File: src/rtl/i80_wr_pkg.sv
package i80_wr_pkg;
  localparam int TIM_EN     = 0;
  localparam int TIM_HOLD   = 4;
  localparam int TIM_ACT    = 8;
  localparam int TIM_WRS    = 12;
  localparam int TIM_CSS    = 16;
  localparam int TRG_SWMODE = 0;
  localparam int TRG_SWCMD  = 1;
  localparam int TRG_HWEN   = 3;
  localparam int TRG_HWMASK = 4;
  localparam int TRG_PERTE  = 31;

  typedef enum logic [2:0] {
    PH_IDLE, PH_CSS, PH_FETCH, PH_WRS, PH_ACT, PH_HOLD
  } ph_e;

  typedef struct packed {
    logic [3:0] css;
    logic [3:0] wrs;
    logic [3:0] act;
    logic [3:0] hold;
  } tim_t;

  function automatic tim_t tim_unpack(input logic [31:0] w);
    tim_t t;
    t.css  = w[TIM_CSS+:4];
    t.wrs  = w[TIM_WRS+:4];
    t.act  = w[TIM_ACT+:4];
    t.hold = w[TIM_HOLD+:4];
    return t;
  endfunction
endpackage

File: src/rtl/i80_wr_trig.sv
module i80_wr_trig
  import i80_wr_pkg::*;
#(
  parameter int SYNC_STAGES = 2
) (
  input  logic        clk_i,
  input  logic        rst_ni,
  input  logic [31:0] trig_cfg_i,
  input  logic        te_i,
  input  logic        win_upd_i,
  input  logic        if_en_i,
  input  logic        busy_i,
  output logic        start_o
);
  logic [SYNC_STAGES-1:0] sync_q;
  logic te_s, te_q, te_rise, cmd_q, cmd_rise, pend_q, consume, req;
  logic cfg_unused;

  generate
    if (SYNC_STAGES > 1) begin : g_chain
      always_ff @(posedge clk_i or negedge rst_ni)
        if (!rst_ni) sync_q <= '0;
        else         sync_q <= {sync_q[SYNC_STAGES-2:0], te_i};
    end else begin : g_single
      always_ff @(posedge clk_i or negedge rst_ni)
        if (!rst_ni) sync_q <= '0;
        else         sync_q <= te_i;
    end
  endgenerate

  assign te_s       = sync_q[SYNC_STAGES-1];
  assign te_rise    = te_s & ~te_q;
  assign cmd_rise   = trig_cfg_i[TRG_SWCMD] & ~cmd_q;
  assign cfg_unused = ^{trig_cfg_i[30:5], trig_cfg_i[2]};

  always_comb begin
    consume = 1'b0;
    if (trig_cfg_i[TRG_SWMODE]) begin
      consume = te_rise & pend_q;
      req     = cmd_rise | consume;
    end else begin
      req = trig_cfg_i[TRG_HWEN] & trig_cfg_i[TRG_HWMASK] &
            (trig_cfg_i[TRG_PERTE] ? te_rise : te_s);
    end
  end

  // requests while busy or disabled are dropped, never held
  assign start_o = req & if_en_i & ~busy_i;

  always_ff @(posedge clk_i or negedge rst_ni) begin
    if (!rst_ni) begin
      te_q   <= 1'b0;
      cmd_q  <= 1'b0;
      pend_q <= 1'b0;
    end else begin
      te_q   <= te_s;
      cmd_q  <= trig_cfg_i[TRG_SWCMD];
      pend_q <= (pend_q & ~consume) | win_upd_i;
    end
  end

  assert_no_start_busy_R10: assert property (@(posedge clk_i) disable iff (!rst_ni)
    start_o |-> !busy_i);
  assert_pend_consumed_R9: assert property (@(posedge clk_i) disable iff (!rst_ni)
    (consume && !win_upd_i) |=> !pend_q);
endmodule

File: src/rtl/i80_wr_phase.sv
module i80_wr_phase
  import i80_wr_pkg::*;
#(
  parameter int DATA_W = 16,
  parameter int LEN_W  = 12
) (
  input  logic              clk_i,
  input  logic              rst_ni,
  input  logic              start_i,
  input  tim_t              tim_i,
  input  logic [LEN_W-1:0]  len_i,
  input  logic [DATA_W-1:0] pix_data_i,
  input  logic              pix_valid_i,
  output logic              pix_ready_o,
  output logic              cs_no,
  output logic              wr_no,
  output logic [DATA_W-1:0] data_o,
  output logic              busy_o,
  output logic              done_o
);
  ph_e              ph_q, ph_d;
  logic [3:0]       cnt_q, cnt_d;
  logic [LEN_W-1:0] rem_q, rem_d;
  tim_t             tim_q, tim_d;
  logic [DATA_W-1:0] data_q;
  logic             data_ld, wend, done;

  always_comb begin
    ph_d = ph_q; cnt_d = cnt_q; rem_d = rem_q; tim_d = tim_q;
    data_ld = 1'b0; wend = 1'b0; done = 1'b0;
    unique case (ph_q)
      PH_IDLE: if (start_i) begin
        tim_d = tim_i;
        rem_d = len_i;
        if (len_i == '0) done = 1'b1;
        else if (tim_i.css != 4'd0) begin ph_d = PH_CSS; cnt_d = tim_i.css - 4'd1; end
        else ph_d = PH_FETCH;
      end
      PH_CSS: if (cnt_q == 4'd0) ph_d = PH_FETCH; else cnt_d = cnt_q - 4'd1;
      PH_FETCH: if (pix_valid_i) begin
        data_ld = 1'b1;
        if (tim_q.wrs != 4'd0) begin ph_d = PH_WRS; cnt_d = tim_q.wrs - 4'd1; end
        else begin ph_d = PH_ACT; cnt_d = tim_q.act; end
      end
      PH_WRS: if (cnt_q == 4'd0) begin ph_d = PH_ACT; cnt_d = tim_q.act; end
              else cnt_d = cnt_q - 4'd1;
      PH_ACT: if (cnt_q == 4'd0) begin
        if (tim_q.hold != 4'd0) begin ph_d = PH_HOLD; cnt_d = tim_q.hold - 4'd1; end
        else wend = 1'b1;
      end else cnt_d = cnt_q - 4'd1;
      PH_HOLD: if (cnt_q == 4'd0) wend = 1'b1; else cnt_d = cnt_q - 4'd1;
      default: ph_d = PH_IDLE;
    endcase
    if (wend) begin
      if (rem_q > LEN_W'(1)) begin ph_d = PH_FETCH; rem_d = rem_q - LEN_W'(1); end
      else begin ph_d = PH_IDLE; done = 1'b1; end
    end
  end

  always_ff @(posedge clk_i or negedge rst_ni) begin
    if (!rst_ni) begin
      ph_q <= PH_IDLE; cnt_q <= '0; rem_q <= '0; tim_q <= '0; data_q <= '0;
    end else begin
      ph_q <= ph_d; cnt_q <= cnt_d; rem_q <= rem_d; tim_q <= tim_d;
      if (data_ld) data_q <= pix_data_i;
    end
  end

  assign busy_o      = ph_q != PH_IDLE;
  assign pix_ready_o = ph_q == PH_FETCH;
  assign cs_no       = ph_q == PH_IDLE;
  assign wr_no       = ph_q != PH_ACT;
  assign data_o      = data_q;
  assign done_o      = done;

  // strobe-width checker
  logic [4:0] act_run_q;
  always_ff @(posedge clk_i or negedge rst_ni)
    if (!rst_ni) act_run_q <= '0;
    else         act_run_q <= (ph_q == PH_ACT) ? act_run_q + 5'd1 : 5'd0;

  assert_act_width_R4: assert property (@(posedge clk_i) disable iff (!rst_ni)
    ($past(ph_q == PH_ACT) && ph_q != PH_ACT) |-> act_run_q == {1'b0, tim_q.act} + 5'd1);
  assert_data_stable_R4: assert property (@(posedge clk_i) disable iff (!rst_ni)
    (ph_q == PH_ACT && $past(ph_q == PH_ACT)) |-> $stable(data_o));
  assert_rem_live_R6: assert property (@(posedge clk_i) disable iff (!rst_ni)
    (ph_q != PH_IDLE) |-> rem_q != '0);
endmodule

File: src/rtl/i80_wr_stat.sv
module i80_wr_stat (
  input  logic clk_i,
  input  logic rst_ni,
  input  logic done_set_i,
  input  logic done_clr_i,
  output logic done_o
);
  logic done_q;
  always_ff @(posedge clk_i or negedge rst_ni)
    if (!rst_ni)         done_q <= 1'b0;
    else if (done_set_i) done_q <= 1'b1;
    else if (done_clr_i) done_q <= 1'b0;
  assign done_o = done_q;

  assert_clear_R11: assert property (@(posedge clk_i) disable iff (!rst_ni)
    (done_clr_i && !done_set_i) |=> !done_o);
  assert_set_wins_R11: assert property (@(posedge clk_i) disable iff (!rst_ni)
    done_set_i |=> done_o);
endmodule

File: src/rtl/i80_wr_seq.sv
module i80_wr_seq
  import i80_wr_pkg::*;
#(
  parameter int DATA_W      = 16,
  parameter int DIM_W       = 10,
  parameter int SYNC_STAGES = 2
) (
  input  logic              clk_i,
  input  logic              rst_ni,
  input  logic [31:0]       tim_cfg_i,
  input  logic [31:0]       trig_cfg_i,
  input  logic              te_i,
  input  logic              win_upd_i,
  input  logic [DIM_W-1:0]  frame_w_i,
  input  logic [DIM_W-1:0]  frame_h_i,
  input  logic [DATA_W-1:0] pix_data_i,
  input  logic              pix_valid_i,
  output logic              pix_ready_o,
  input  logic              done_clr_i,
  output logic              lcd_cs_no,
  output logic              lcd_wr_no,
  output logic [DATA_W-1:0] lcd_data_o,
  output logic              frame_irq_o
);
  localparam int LEN_W = 2 * DIM_W;

  logic             start, busy, done;
  logic [LEN_W-1:0] len;
  logic             tim_unused;

  assign len        = LEN_W'(frame_w_i) * LEN_W'(frame_h_i);
  assign tim_unused = ^{tim_cfg_i[31:20], tim_cfg_i[3:1]};

  i80_wr_trig #(.SYNC_STAGES(SYNC_STAGES)) u_trig (
    .clk_i, .rst_ni, .trig_cfg_i, .te_i, .win_upd_i,
    .if_en_i(tim_cfg_i[TIM_EN]), .busy_i(busy), .start_o(start)
  );

  i80_wr_phase #(.DATA_W(DATA_W), .LEN_W(LEN_W)) u_phase (
    .clk_i, .rst_ni, .start_i(start), .tim_i(tim_unpack(tim_cfg_i)), .len_i(len),
    .pix_data_i, .pix_valid_i, .pix_ready_o,
    .cs_no(lcd_cs_no), .wr_no(lcd_wr_no), .data_o(lcd_data_o),
    .busy_o(busy), .done_o(done)
  );

  i80_wr_stat u_stat (
    .clk_i, .rst_ni, .done_set_i(done), .done_clr_i, .done_o(frame_irq_o)
  );

  assert_irq_bus_free_R5: assert property (@(posedge clk_i) disable iff (!rst_ni)
    $rose(frame_irq_o) |-> lcd_cs_no);
  assert_ready_wr_high_R12: assert property (@(posedge clk_i) disable iff (!rst_ni)
    pix_ready_o |-> (!lcd_cs_no && lcd_wr_no));
  assert_cs_on_start_R3: assert property (@(posedge clk_i) disable iff (!rst_ni)
    (start && len != '0) |=> !lcd_cs_no);
endmodule

File: config.mk
export PLATFORM = sky130hd
export DESIGN_NAME = i80_wr_seq
export DESIGN_NICKNAME = d
export VERILOG_FILES = /design/src/rtl/i80_wr_pkg.sv /design/src/rtl/i80_wr_trig.sv /design/src/rtl/i80_wr_phase.sv /design/src/rtl/i80_wr_stat.sv /design/src/rtl/i80_wr_seq.sv
export SDC_FILE = /design/constraint.sdc
export NUM_CORES = 1
export LEC_CHECK = 0
export BUFFER_PORTS_ARGS = -buffer_cell sky130_fd_sc_hd__buf_4
export CORE_ASPECT_RATIO = 1.1
export CORE_MARGIN = 5
export CORE_UTILIZATION = 58
export CTS_BUF_LIST = sky130_fd_sc_hd__clkbuf_16
export CTS_CLUSTER_SIZE = 8
export DETAILED_ROUTE_END_ITERATION = 16
export PLACE_DENSITY_LB_ADDON = 0.12
export REMOVE_ABC_BUFFERS = 1
export SLEW_MARGIN = 40
export SYNTH_ARGS = -nofsm -noshare
export SYNTH_HDL_FRONTEND = slang
export SYNTH_SLANG_ARGS = --single-unit
export TNS_END_PERCENT = 20
File: constraint.sdc
create_clock -name clk_i -period 4.27 [get_ports clk_i]
set_clock_uncertainty 0.2 [all_clocks]
set_input_delay 0.854 -clock clk_i [delete_from_list [all_inputs] [get_ports clk_i]]
set_output_delay 0.854 -clock clk_i [all_outputs]
set_load 0.01 [all_outputs]
## After elaboration in Yosys (flattened, before gate mapping)

Index checks and enable logic that the tools add are counted.

- Flip-flop bits (word level): 61
- Input bits: 106
- Output and inout bits: 20

- $add $sub $neg: 5
- Multipliers: 1
- Magnitude comparators: 1
- Eq/ne operators: 20
- Muxes and demuxes: 42
- Bitwise logic cells: 14
- Reduce and logical (&&, ||, !) cells: 13

Operators with widths:

| cell | number |
|---|---|
| $mux 20 | 4 |
| $mux 4 | 9 |
| $mux 3 | 9 |
| $gt 20x1->1 const B | 1 |
| $logic_not 20->1 | 1 |
| $mul 10x10->20 | 1 |
| $pmux 4 s5 | 1 |
| $sub 20x1->20 const B | 1 |
| $pmux 3 s6 | 1 |
| $sub 4x1->4 const B | 4 |
| $mux 1 | 15 |
| $ne 3x1->1 const B | 5 |
| $reduce_bool 4->1 | 3 |
| $and 1x1->1 | 8 |
| $reduce_and 8->1 | 1 |
| $reduce_and 7->1 | 1 |
| $eq 3x2->1 const B | 2 |
| $eq 3x3->1 const B | 2 |
| $ne 2x1->1 const B | 3 |
| $ne 2x2->1 const B | 3 |
| $ne 3x2->1 const B | 2 |
| $ne 3x3->1 const B | 2 |
| $reduce_bool 5->1 | 1 |
| $logic_not 4->1 | 1 |
| other kinds (10) | 15 |

## Logic depth before layout (Yosys ltp)

Gate-level depths: netlist of run 1.

- Depth after elaboration: 12
- Gate-level depth with buffers: 22
- Depth with buffers taken out: 21

## Modules after synthesis

A second synthesis of run 1 with hierarchy kept.

- Cell total of the unflattened synthesis: 809
- Area total of the unflattened synthesis: 7,158.1 um^2

Modules (own cells, without submodules):

| module | times used | cells an instance | area each (um^2) | sequential area each (um^2) |
|---|---|---|---|---|
| i80_wr_seq | 1 | 419 | 3,524.6 | 0.0 |
| i80_wr_phase | 1 | 374 | 3,413.3 | 1,376.3 |
| i80_wr_trig | 1 | 13 | 183.9 | 125.1 |
| i80_wr_stat | 1 | 3 | 36.3 | 25.0 |

## Worst setup path before layout of run 1

No wires, ideal clock.

- Path type: input -> register
- Start: input port frame_h_i[1]
- End: register u_phase.cnt_q[3]
- Arrival time: 6,602 ps
- Data required time: 3,945 ps
- Path slack: -2,656 ps
- Cell stages on the path: 22
- Cell sequence: clkbuf_1 nand2_1 fa_1 inv_1 fa_1 inv_1 fa_1 inv_1 fa_1 inv_1 fa_1 inv_1 ha_1 a41o_1 a221oi_1 nor2_1 or3_1 a2111oi_0 nand4bb_1 o31ai_1 a21oi_1 mux2_2

- Longest elaborated chain between the ends: 4

Ends and longest elaborated chain:

| what | RTL line | source |
|---|---|---|
| start, declared | i80_wr_seq.sv:15 | `input logic [DIM_W-1:0] frame_h_i,` |
| $mul 10x10->20 | i80_wr_seq.sv:31 | `assign len = LEN_W'(frame_w_i) * LEN_W'(frame_h_i);` |
| $logic_not 20->1 | i80_wr_phase.sv:35 | `if (len_i == '0) done = 1'b1;` |
| $ne 2x2->1 (no line) | - |  |
| $reduce_and 7->1 (no line) | - |  |
| end signal, assigned | i80_wr_phase.sv:64 | `ph_q <= ph_d; cnt_q <= cnt_d; rem_q <= rem_d; tim_q <= tim_d;` |
| end, declared | i80_wr_phase.sv:22 | `logic [3:0] cnt_q, cnt_d;` |

No other way between the ends.
A chain may end at the register's enable or synchronous reset.

## Worst setup path in the final report of run 1

- Start: input port frame_w_i[5]
- End: register u_phase.ph_q[1]

- Longest elaborated chain between the ends: 4

Ends and longest elaborated chain:

| what | RTL line | source |
|---|---|---|
| start, declared | i80_wr_seq.sv:14 | `input logic [DIM_W-1:0] frame_w_i,` |
| $mul 10x10->20 | i80_wr_seq.sv:31 |  |
| $logic_not 20->1 | i80_wr_phase.sv:35 |  |
| $ne 3x2->1 (no line) | - |  |
| $reduce_and 8->1 (no line) | - |  |
| end signal, assigned | i80_wr_phase.sv:64 |  |
| end, declared | i80_wr_phase.sv:21 | `ph_e ph_q, ph_d;` |

No other way between the ends.

==> results.py, run 1 <==
metrics = {
    "outcome": {
        "status": "finished with violations",
        "violations": "negative setup slack",
    },
    "global_route": {
        "globalRoute.totalOverflow": 0,
        "grt_pass1_vias": 6566,
        "grt_use_total_pct": 26.4,
        "grt_max_degree": 62,
        "grt_pass1_wl_mm": 30.0,
        "antenna_found_initial": 0,
    },
    "routing": {
        "vias_per_cell": 5.78,
        "vias": 6333,
        "routed_wl_mm": 18.2,
        "wl_per_cell_um": 16.6,
        "ant_nets": 0,
        "drc": 0,
        "dr.pass1.iters": 5,
        "first_iter_violations": 459,
    },
    "synthesis": {
        "syn_area_per_cell_um2": 8.92,
        "ys.flop_type": "dfrtp_1",
        "synth_top_area_cell": "dfrtp_1",
        "synth_common_cells": "nand2_1 (92), inv_1 (74), and2_1 (69), ha_1 (63), fa_1 (62)",
        "yosysMostFrequentCell": "nand2_1",
        "synth_area_mm2": 0.00679,
        "synth_edf_count": 0,
        "ys_warn_count": 0,
        "synth_cells": 761,
        "synth_seq_cells": 61,
        "yosysTopAreaCellShare_pct": 22.5,
        "async_flop_share_pct": 100,
        "synthTopCellsByArea": "dfrtp_1 (22%), fa_1 (18%), ha_1 (12%)",
        "ys_seq_area_share_pct": 22.5,
        "ys_types": 60,
    },
    "floorplanning": {
        "die_area_mm2": 0.0140,
        "start_util_pct": 59.0,
        "die_y_um": 123,
        "core_mm2": 0.0115,
        "rows": 41,
        "die_x_um": 113,
        "ios": 126,
    },
    "critical_path": {
        "worstPathArrival_ps": 6260,
        "critPathCaptureType": "register",
        "crit_required_ps": 4280,
        "crit_type": "input pin to register",
        "critPathMaxFanout": 4,
        "r2r-start": "u_phase.rem_q[0]",
        "crit_start": "frame_w_i[5]",
        "startpoint_type": "input pin",
    },
    "timing": {
        "tightest_slew_ps": 829,
        "grt_setup_unrepaired": "true",
        "hold_ws_ps": 152,
        "drv_slew": 0,
        "post-route-worst-setup-slack_ps": -1980,
        "relSlewSlack_pct": 44.5,
        "min_period_over_period_pct": 146,
        "min_period_ps": 6250,
        "fmax_mhz": 160,
        "setup_tns_ps": -27320,
        "hold_viol": 0,
        "finalSetupViolCount": 22,
    },
    "placement": {
        "dp.final_hpwl_mm": 14.0,
        "place.gp.congestion": 0.949,
        "port_buffers": 83,
        "placedInstanceArea_mm2": 0.00829,
        "post-place-ws_ps": -2710,
    },
    "cts": {
        "numCtsBuffers": 9,
        "htree_levels": 3,
        "clkLatencyLatePin_ps": 330,
        "cts.path.max_buffers": 2,
        "cts_tree": "done",
        "cts-root-buf": "clkbuf_16",
        "clock_sinks": 61,
        "path_clk_slew_ps": 50,
    },
    "power_and_ir_drop": {
        "peakVddDrop_uv": 448,
        "p_per_area_mw_per_mm2": 755,
        "power_uw": 6790,
        "p_leak_uw": 0.00437,
    },
    "cells_and_area": {
        "diodes": 0,
        "layout.nets": 1172,
        "fin_area_mm2": 0.00900,
        "drive_gt1_share_pct": 31.1,
        "area_growth_pct": 32.6,
    },
    "hold_path": {
        "holdCritPathClass": "register to register",
        "hold_start": "u_trig.sync_q[0]",
    },
    "run": {
        "maxCapViolations": 0,
    },
}
[stage by stage]
stage                     utilization, %  cells
final                               78.3   1096
after detailed placement            72.1   1071
after global routing                78.3   1096
after global placement              72.1   1071
after floorplan                        -    733
after CTS                           77.6   1093
[where the power goes]
group	switching (uW)	total, uW	internal [uW]
Sequential	291	1140	845
Clock	256	702	446
Combinational	2390	4950	2560
[kinds of logic after synthesis]
| group | Yosys count | synth area share [%] |
|---|---|---|
| flops | 61 | 22.5 |
| compound gates | 144 | 14.1 |
| fa+ha+maj | 125 | 29.9 |
| buf+inv | 102 | 5.66 |
| xor+xnor | 19 | 2.45 |
| mux | 23 | 3.76 |
| simple gates | 287 | 21.6 |
[critical path: stages]
cell and delay (ps):
buf_6 90, nand2_4 60, fa_1 580, inv_2 50, fa_1 480, inv_1 50
fa_1 470, inv_1 50, fa_1 480, inv_1 50, fa_1 510, inv_2 50
ha_4 210, a41o_1 190, a221oi_2 290, nor2_1 100, or3_4 410, a2111oi_4 370
nand4bb_4 170, buf_6 160, nor4_4 150, o21ai_2 110, mux2_4 310
[layer usage]
metal | global-route usage [%] | vias up | routed length [um]
met2 | 49.6 | 218 | 9780
met1 | 30.4 | 3086 | 6910
met4 | 10.4 | 0 | 593
met3 | 3.33 | 56 | 892
li1 | - | 2973 | -
met5 | 0 | - | 0
[registers in the layout, summed over array words and instances, names as in the netlist]
signal / count
u_trig.cmd_q: 1
u_stat.done_o: 1
u_trig.te_q: 1
u_phase.rem_q: 20
u_phase.cnt_q: 4
u_phase.tim_q: 12
u_trig.pend_q: 1
u_trig.sync_q: 2
u_phase.data_o: 16
u_phase.ph_q: 3
[cell type report]
cell class / instances / area (um^2)
Sequential cell: 61 / 1530
Multi-Input combinational cell: 598 / 5180
Tap cell: 150 / 188
Clock buffer: 9 / 225
Timing Repair Buffer: 197 / 1540
Inverter: 74 / 278
Fill cell: 794 / 2490
Clock inverter: 7 / 66.3
[cell usage in the layout (no fill, tap or decap), types with 6 or more instances in the layout]
cell type,synthesis,routed
buf_4,0,182
nand2_1,92,84
inv_1,74,70
and2_1,69,68
fa_1,62,61
dfrtp_1,61,61
ha_1,63,58
nor2_1,42,42
a21oi_1,45,41
mux2_2,20,18
nor3_1,20,17
o21ai_0,20,17
buf_6,0,13
nand3_1,11,11
a211oi_1,10,10
clkbuf_16,0,9
o22ai_1,8,8
o21a_1,8,8
xnor2_1,12,8
a21o_1,7,7
or3_1,7,6
o211ai_1,6,6
xor2_1,7,6
[worst paths after layout]
| path | end | slack (ps) | cells past startpoint |
|---|---|---|---|
| setup / recovery | u_phase.ph_q[1] | -1980 | 23 |
| hold / removal | u_trig.sync_q[1] | 150 | 0 |
| setup reg to reg | u_phase.rem_q[18] | 540 | 11 |
| hold reg to reg | u_trig.sync_q[1] | 150 | 0 |
| max in group asynchronous | u_phase.tim_q[0] | 3180 | 1 |
| min in group asynchronous | u_phase.data_o[12] | 300 | 1 |
[repair_timing]
action                                  4_1_cts  5_1_grt
endpoints found under the setup margin       22       22
cloned                                        0        1
buffers inserted                              6        2
hold endpoints to repair                      0        0
pin swaps                                    37        8
gates resized for setup                      58       13
hold buffers                                  0        0
(Power assumes the default switching activity.)
==> run 2: changes to the inputs <==
--- a/config.mk
+++ b/config.mk
@@ -8,10 +8,11 @@
 export BUFFER_PORTS_ARGS = -buffer_cell sky130_fd_sc_hd__buf_4
 export CORE_ASPECT_RATIO = 1.1
 export CORE_MARGIN = 5
-export CORE_UTILIZATION = 58
+export CORE_UTILIZATION = 60
 export CTS_BUF_LIST = sky130_fd_sc_hd__clkbuf_16
 export CTS_CLUSTER_SIZE = 8
 export DETAILED_ROUTE_END_ITERATION = 16
+export GPL_ROUTABILITY_DRIVEN = 0
 export PLACE_DENSITY_LB_ADDON = 0.12
 export REMOVE_ABC_BUFFERS = 1
 export SLEW_MARGIN = 40
==> constraint.sdc (replaced) <==
create_clock -name clk_i -period 8.1 [get_ports clk_i]
set_clock_uncertainty 0.2 [all_clocks]
set_input_delay 1.62 -clock clk_i [delete_from_list [all_inputs] [get_ports clk_i]]
set_output_delay 1.62 -clock clk_i [all_outputs]
set_load 0.01 [all_outputs]
==> results.py, run 2 (synthesis results as in run 1) <==
metrics = {
    "outcome": {
        "status": "finished, final reports clean",
    },
    "hold_path": {
        "hold_depth": 0,
        "holdCritPathClass": "register to register",
        "hold_start": "u_trig.sync_q[0]",
    },
    "routing": {
        "dr.pass1.iters": 5,
        "vias_per_cell": 5.85,
        "vias": 5812,
        "routed_wl_mm": 16.0,
        "wl_per_cell_um": 16.1,
        "ant_nets": 0,
        "first_iter_violations": 256,
        "drc": 0,
    },
    "power_and_ir_drop": {
        "peakVddDrop_uv": 170,
        "sw_frac_of_total_pct": 46.9,
        "clockPowerShare_pct": 12.7,
        "p_int_uw": 1420,
        "comb_power_share_pct": 64.9,
        "p_sw_uw": 1250,
        "p_per_area_mw_per_mm2": 339,
        "p_leak_uw": 0.00379,
        "seqPwrFrac_pct": 22.3,
    },
    "cts": {
        "cts_setup_buffers": 0,
        "htree_levels": 3,
        "cts.path.max_buffers": 2,
        "cts_tree": "done",
        "numCtsBuffers": 9,
        "cts_resized": 0,
        "clock_sinks": 61,
        "postCtsHoldBufs": 0,
        "path_clk_slew_ps": 50,
        "cts-root-buf": "clkbuf_16",
        "clkLatencyLatePin_ps": 330,
    },
    "critical_path": {
        "crit_path_top_delay_cell": "fa_1",
        "crit_required_ps": 8100,
        "r2r_slack_ps": 4370,
        "path_depth": 24,
        "endpoint": "u_phase.ph_q[1]",
        "r2r-start": "u_phase.rem_q[0]",
        "crit_path_cell_trace": "buf_4 -> nand2_1 -> fa_1 -> inv_1 -> fa_1 -> inv_1 -> fa_1 -> inv_1 -> fa_1 -> inv_1 -> fa_1 -> inv_1 -> ha_1 -> a41o_1 -> a221oi_1 -> buf_4 -> nor2_1 -> or3_1 -> a2111oi_0 -> nand4bb_1 -> buf_4 -> nor4_1 -> o21ai_0 -> mux2_2",
        "r2r-end": "u_phase.rem_q[18]",
        "critPathCaptureType": "register",
        "max_stage_delay_ps": 540,
        "worst-path-buf-inv": 8,
        "startpoint_type": "input pin",
        "reg2reg_depth": 11,
        "crit_start": "frame_h_i[2]",
        "worstPathArrival_ps": 7790,
        "crit_type": "input pin to register",
        "critPathMaxFanout": 10,
        "cp_top_family": "adder cells",
    },
    "timing": {
        "setup_tns_ps": 0,
        "hold_viol": 0,
        "min_period_ps": 7790,
        "post-route-worst-setup-slack_ps": 315,
        "grt_setup_unrepaired": "false",
        "tightest_slew_ps": 779,
        "finalSetupViolCount": 0,
        "hold_ws_ps": 155,
        "drv_slew": 0,
        "relSlewSlack_pct": 47.9,
        "min_period_over_period_pct": 96.1,
        "fmax_mhz": 128,
    },
    "cells_and_area": {
        "fin_area_mm2": 0.00787,
        "fillerInstances": 867,
        "final_common_cell": "buf_4",
        "diodes": 0,
        "regArea_mm2": 0.00153,
        "drive_gt1_share_pct": 18.3,
        "multi_input_area_mm2": 0.00488,
        "final_cell_mix": "buf_4 (96), nand2_1 (91), inv_1 (74)",
        "top_register": "u_phase.rem_q",
        "area_growth_pct": 16.0,
        "layout.nets": 1072,
        "largest_reg_flops": 20,
    },
    "placement": {
        "placedInstanceArea_mm2": 0.00759,
        "dp.final_hpwl_mm": 12.8,
        "post-place-ws_ps": 114,
        "port_buffers": 83,
    },
    "global_route": {
        "globalRoute.totalOverflow": 0,
        "antenna_found_initial": 0,
        "grt_pass1_vias": 6082,
        "grt_max_degree": 62,
        "grt_use_total_pct": 24.4,
        "grt_pass1_wl_mm": 27.6,
    },
    "floorplanning": {
        "die_y_um": 122,
        "die_area_mm2": 0.0135,
        "start_util_pct": 61.6,
        "die_x_um": 111,
        "rows": 40,
        "core_mm2": 0.0110,
        "ios": 126,
    },
    "run": {
        "maxCapViolations": 0,
    },
}
## run 2: worst min path at each step
| stage | endpoint | slack [ps] |
|---|---|---|
| 2_1_floorplan | u_trig.sync_q[1] | 130 |
| 3_3_place_gp | u_trig.sync_q[1] | 140 |
| 3_5_place_dp | u_trig.sync_q[1] | 150 |
| 4_1_cts | u_trig.sync_q[1] | 160 |
| 5_1_grt | u_trig.sync_q[1] | 170 |
| 6_report | u_trig.sync_q[1] | 150 |
## run 2: cell type report
cell class / instances / share of cell area, %
clock buffers: 9 / 2.86
inverters: 74 / 3.53
multi-input cells: 598 / 62.0
repair buffers: 97 / 9.30
flip-flops and latches: 61 / 19.4
well taps: 147 / 2.34
clock inverters: 7 / 0.540
## run 2: metal layers
| layer | global-route usage (%) | up-vias | wire length (um) |
|---|---|---|---|
| li1 | - | 2759 | - |
| met1 | 28.1 | 2828 | 6290 |
| met2 | 45.4 | 177 | 8410 |
| met3 | 3.73 | 48 | 794 |
| met4 | 10.3 | 0 | 467 |
| met5 | 0 | - | 0 |
## run 2: worst register-to-register path, cell delays in order, from the launching register on
cell and delay, ps:
dfrtp_1 430, inv_1 100, ha_1 240, or3b_1 400, or3_4 380, or4b_4 540
or3_4 360, or3_4 340, or3_1 330, a21oi_1 160, o22ai_1 100, nor2_1 90
## run 2: metrics by stage
| step | utilization [%] | total power, uW | cells |
|---|---|---|---|
| after global placement | 68.9 | 2230 | 977 |
| after CTS | 71.4 | 2660 | 993 |
| after floorplan | - | 1790 | 733 |
| final | 71.5 | 2670 | 993 |
| after global routing | 71.5 | 2930 | 993 |
| after detailed placement | 69.0 | 2300 | 977 |
## run 2: power by group through the flow
stage / registers, uW / clock network (uW) / logic (uW)
after floorplan: 577 / 0 / 1210
after global placement: 582 / 0 / 1650
after detailed placement: 593 / 0 / 1710
after CTS: 590 / 343 / 1730
after global routing: 619 / 358 / 1950
final: 595 / 340 / 1730
==> run 3: changes to the inputs <==
--- a/config.mk
+++ b/config.mk
@@ -18,5 +18,6 @@
 export SLEW_MARGIN = 40
 export SYNTH_ARGS = -nofsm -noshare
 export SYNTH_HDL_FRONTEND = slang
+export SYNTH_HIERARCHICAL = 1
 export SYNTH_SLANG_ARGS = --single-unit
 export TNS_END_PERCENT = 20
==> results.py, run 3 <==
metrics = {
    "critical_path": {
        "r2r-start": "u_phase/ph_q[1]",
        "cpMostUsedCell": "fa_1",
        "reg2reg_depth": 7,
        "critPathMaxFanout": 10,
        "critPathCaptureType": "register",
        "worstPathArrival_ps": 7140,
        "crit_required_ps": 8100,
        "r2r_slack_ps": 4740,
        "crit_path_cell_trace": "buf_4 -> nand2_1 -> fa_1 -> fa_1 -> inv_1 -> fa_1 -> fa_1 -> inv_1 -> fa_1 -> inv_1 -> ha_1 -> a21oi_1 -> o21ai_0 -> a21oi_2 -> nor4b_1 -> a311oi_1 -> nor4_1 -> nand2_1 -> o211ai_1 -> a21oi_1 -> mux2i_1",
        "startpoint_type": "input pin",
        "max_stage_delay_ps": 550,
        "r2r-end": "u_phase/rem_q[5]",
        "crit_type": "input pin to register",
        "crit_path_top_delay_cell": "fa_1",
    },
    "global_route": {
        "globalRoute.totalOverflow": 0,
        "grt_use_total_pct": 24.5,
        "grt_max_degree": 62,
        "antenna_found_initial": 0,
        "grt_pass1_wl_mm": 29.1,
        "grt_pass1_vias": 6307,
    },
    "cells_and_area": {
        "final_cell_mix": "nand2_1 (102), inv_1 (97), buf_4 (84)",
        "drive_gt1_share_pct": 17.5,
        "area_growth_pct": 12.6,
        "top_register": "u_phase/rem_q",
        "diodes": 0,
        "layout.nets": 1096,
        "layout.cells.non_filler": 1019,
        "largest_reg_flops": 20,
        "fillerInstances": 947,
        "finish.utilization_pct": 69.5,
        "final_common_cell": "nand2_1",
    },
    "synthesis": {
        "synth_edf_count": 0,
        "synth_area_mm2": 0.00716,
        "ys_types": 77,
        "synth_common_cells": "nand2_1 (102), inv_1 (96), ha_1 (64), fa_1 (62), dfrtp_1 (61)",
        "synth_top_area_cell": "dfrtp_1",
        "yosysMostFrequentCell": "nand2_1",
        "synth_cells": 809,
        "ys_warn_count": 6,
        "async_flop_share_pct": 100,
        "ys_seq_area_share_pct": 21.3,
        "ys.flop_type": "dfrtp_1",
        "synthTopCellsByArea": "dfrtp_1 (21%), fa_1 (17%), ha_1 (11%)",
        "syn_area_per_cell_um2": 8.85,
        "synth_seq_cells": 61,
        "yosysTopAreaCellShare_pct": 21.3,
    },
    "run": {
        "maxCapViolations": 0,
    },
    "cts": {
        "cts_resized": 0,
        "cts-root-buf": "clkbuf_16",
        "path_clk_slew_ps": 50,
        "cts.path.max_buffers": 2,
        "numCtsBuffers": 9,
        "clkLatencyLatePin_ps": 330,
        "htree_levels": 3,
        "clock_sinks": 61,
        "postCtsHoldBufs": 0,
        "cts_setup_buffers": 0,
        "cts_tree": "done",
    },
    "hold_path": {
        "holdCritPathClass": "register to register",
        "hold_depth": 0,
        "hold_start": "u_trig/sync_q[0]",
        "whs_endpoint": "u_trig/sync_q[1]",
    },
    "timing": {
        "grt_setup_unrepaired": "false",
        "min_period_over_period_pct": 88.3,
        "finalSetupViolCount": 0,
        "hold_viol": 0,
        "tightest_slew_ps": 806,
        "relSlewSlack_pct": 46.1,
        "setup_tns_ps": 0,
        "fmax_mhz": 140,
        "min_period_ps": 7150,
        "drv_slew": 0,
    },
    "floorplanning": {
        "ios": 126,
        "die_area_mm2": 0.0142,
        "rows": 41,
        "die_y_um": 125,
        "core_mm2": 0.0116,
        "start_util_pct": 61.7,
        "die_x_um": 114,
    },
    "routing": {
        "vias_per_cell": 5.95,
        "ant_nets": 0,
        "routed_wl_mm": 16.9,
        "first_iter_violations": 303,
        "vias": 6063,
        "drc": 0,
        "wl_per_cell_um": 16.5,
        "dr.pass1.iters": 5,
    },
    "power_and_ir_drop": {
        "p_per_area_mw_per_mm2": 339,
        "p_leak_uw": 0.00395,
        "peakVddDrop_uv": 176,
    },
    "placement": {
        "port_buffers": 83,
        "dp.final_hpwl_mm": 13.2,
        "place_inst": 1003,
    },
    "outcome": {
        "status": "finished, final reports clean",
    },
}
-- run 3: cell count changes after synthesis, moves of 8 or more --
| cell | previous run | this run |
|---|---|---|
| nand2_1 | 92 | 102 |
| and2_1 | 69 | 51 |
| o22ai_1 | 8 | 17 |
| a21oi_1 | 45 | 35 |
| inv_1 | 74 | 96 |
| buf_2 | 1 | 9 |
-- run 3: per-stage QoR --
stage          total power, uW  area [um^2]  hold slack [ps]  setup slack [ps]
6_report                  2730         8060              165               951
5_1_grt                   2980         8060              186               577
4_1_cts                   2730         8060              166               990
3_5_place_dp              2370         7790              138               663
3_3_place_gp              2310         7780              145               733
2_1_floorplan             1860         6950              131              1380
-- run 3: how the worst max path moves through the flow --
stage                            start               end  slack, ps  cells after the start
after floorplan           frame_h_i[1]  u_phase/cnt_q[1]       1380                     22
after CTS                 frame_w_i[5]  u_phase/cnt_q[1]        990                     21
final                     frame_w_i[5]  u_phase/cnt_q[1]        950                     21
after global routing      frame_w_i[5]  u_phase/cnt_q[1]        580                     21
after global placement    frame_w_i[7]  u_phase/cnt_q[1]        730                     23
after detailed placement  frame_w_i[5]  u_phase/cnt_q[1]        660                     21
-- run 3: power by group --
| group | switching (uW) | internal (uW) |
|---|---|---|
| Sequential | 161 | 439 |
| Combinational | 1040 | 752 |
| Clock | 135 | 204 |
| Total | 1330 | 1400 |
-- run 3: cell type report --
type,count,area (um^2),area share [%]
Multi-Input combinational cell,610,5070,62.9
Sequential cell,61,1530,18.9
Timing Repair Buffer,85,642,7.96
Inverter,97,365,4.53
Clock buffer,9,225,2.79
Tap cell,150,188,2.33
Clock inverter,7,42.5,0.528
-- run 3: cells by family after synthesis --
kind of cell | synth area share (%)
simple gates | 21.2
flops | 21.3
mux | 3.79
fa+ha+maj | 28.5
compound gates | 14.6
xor+xnor | 2.45
buf+inv | 8.08
-- run 3: worst max-delay path: cells and delay by family --
family                     cells  cell delay (ps)
AOI/OAI and AO/OA              6             1260
adders and majority gates      6             2870
buffers and inverters          4              310
and+or+nand+nor                4              920
muxes                          1              160
-- run 3: metal layers --
layer  vias up  track usage (%)  routed length (um)
met5         -                0                   0
met4         0             7.06                 277
met3        28             2.92                 840
met2       180             45.3                9040
met1      2988             29.4                6700
li1       2867                -                   -
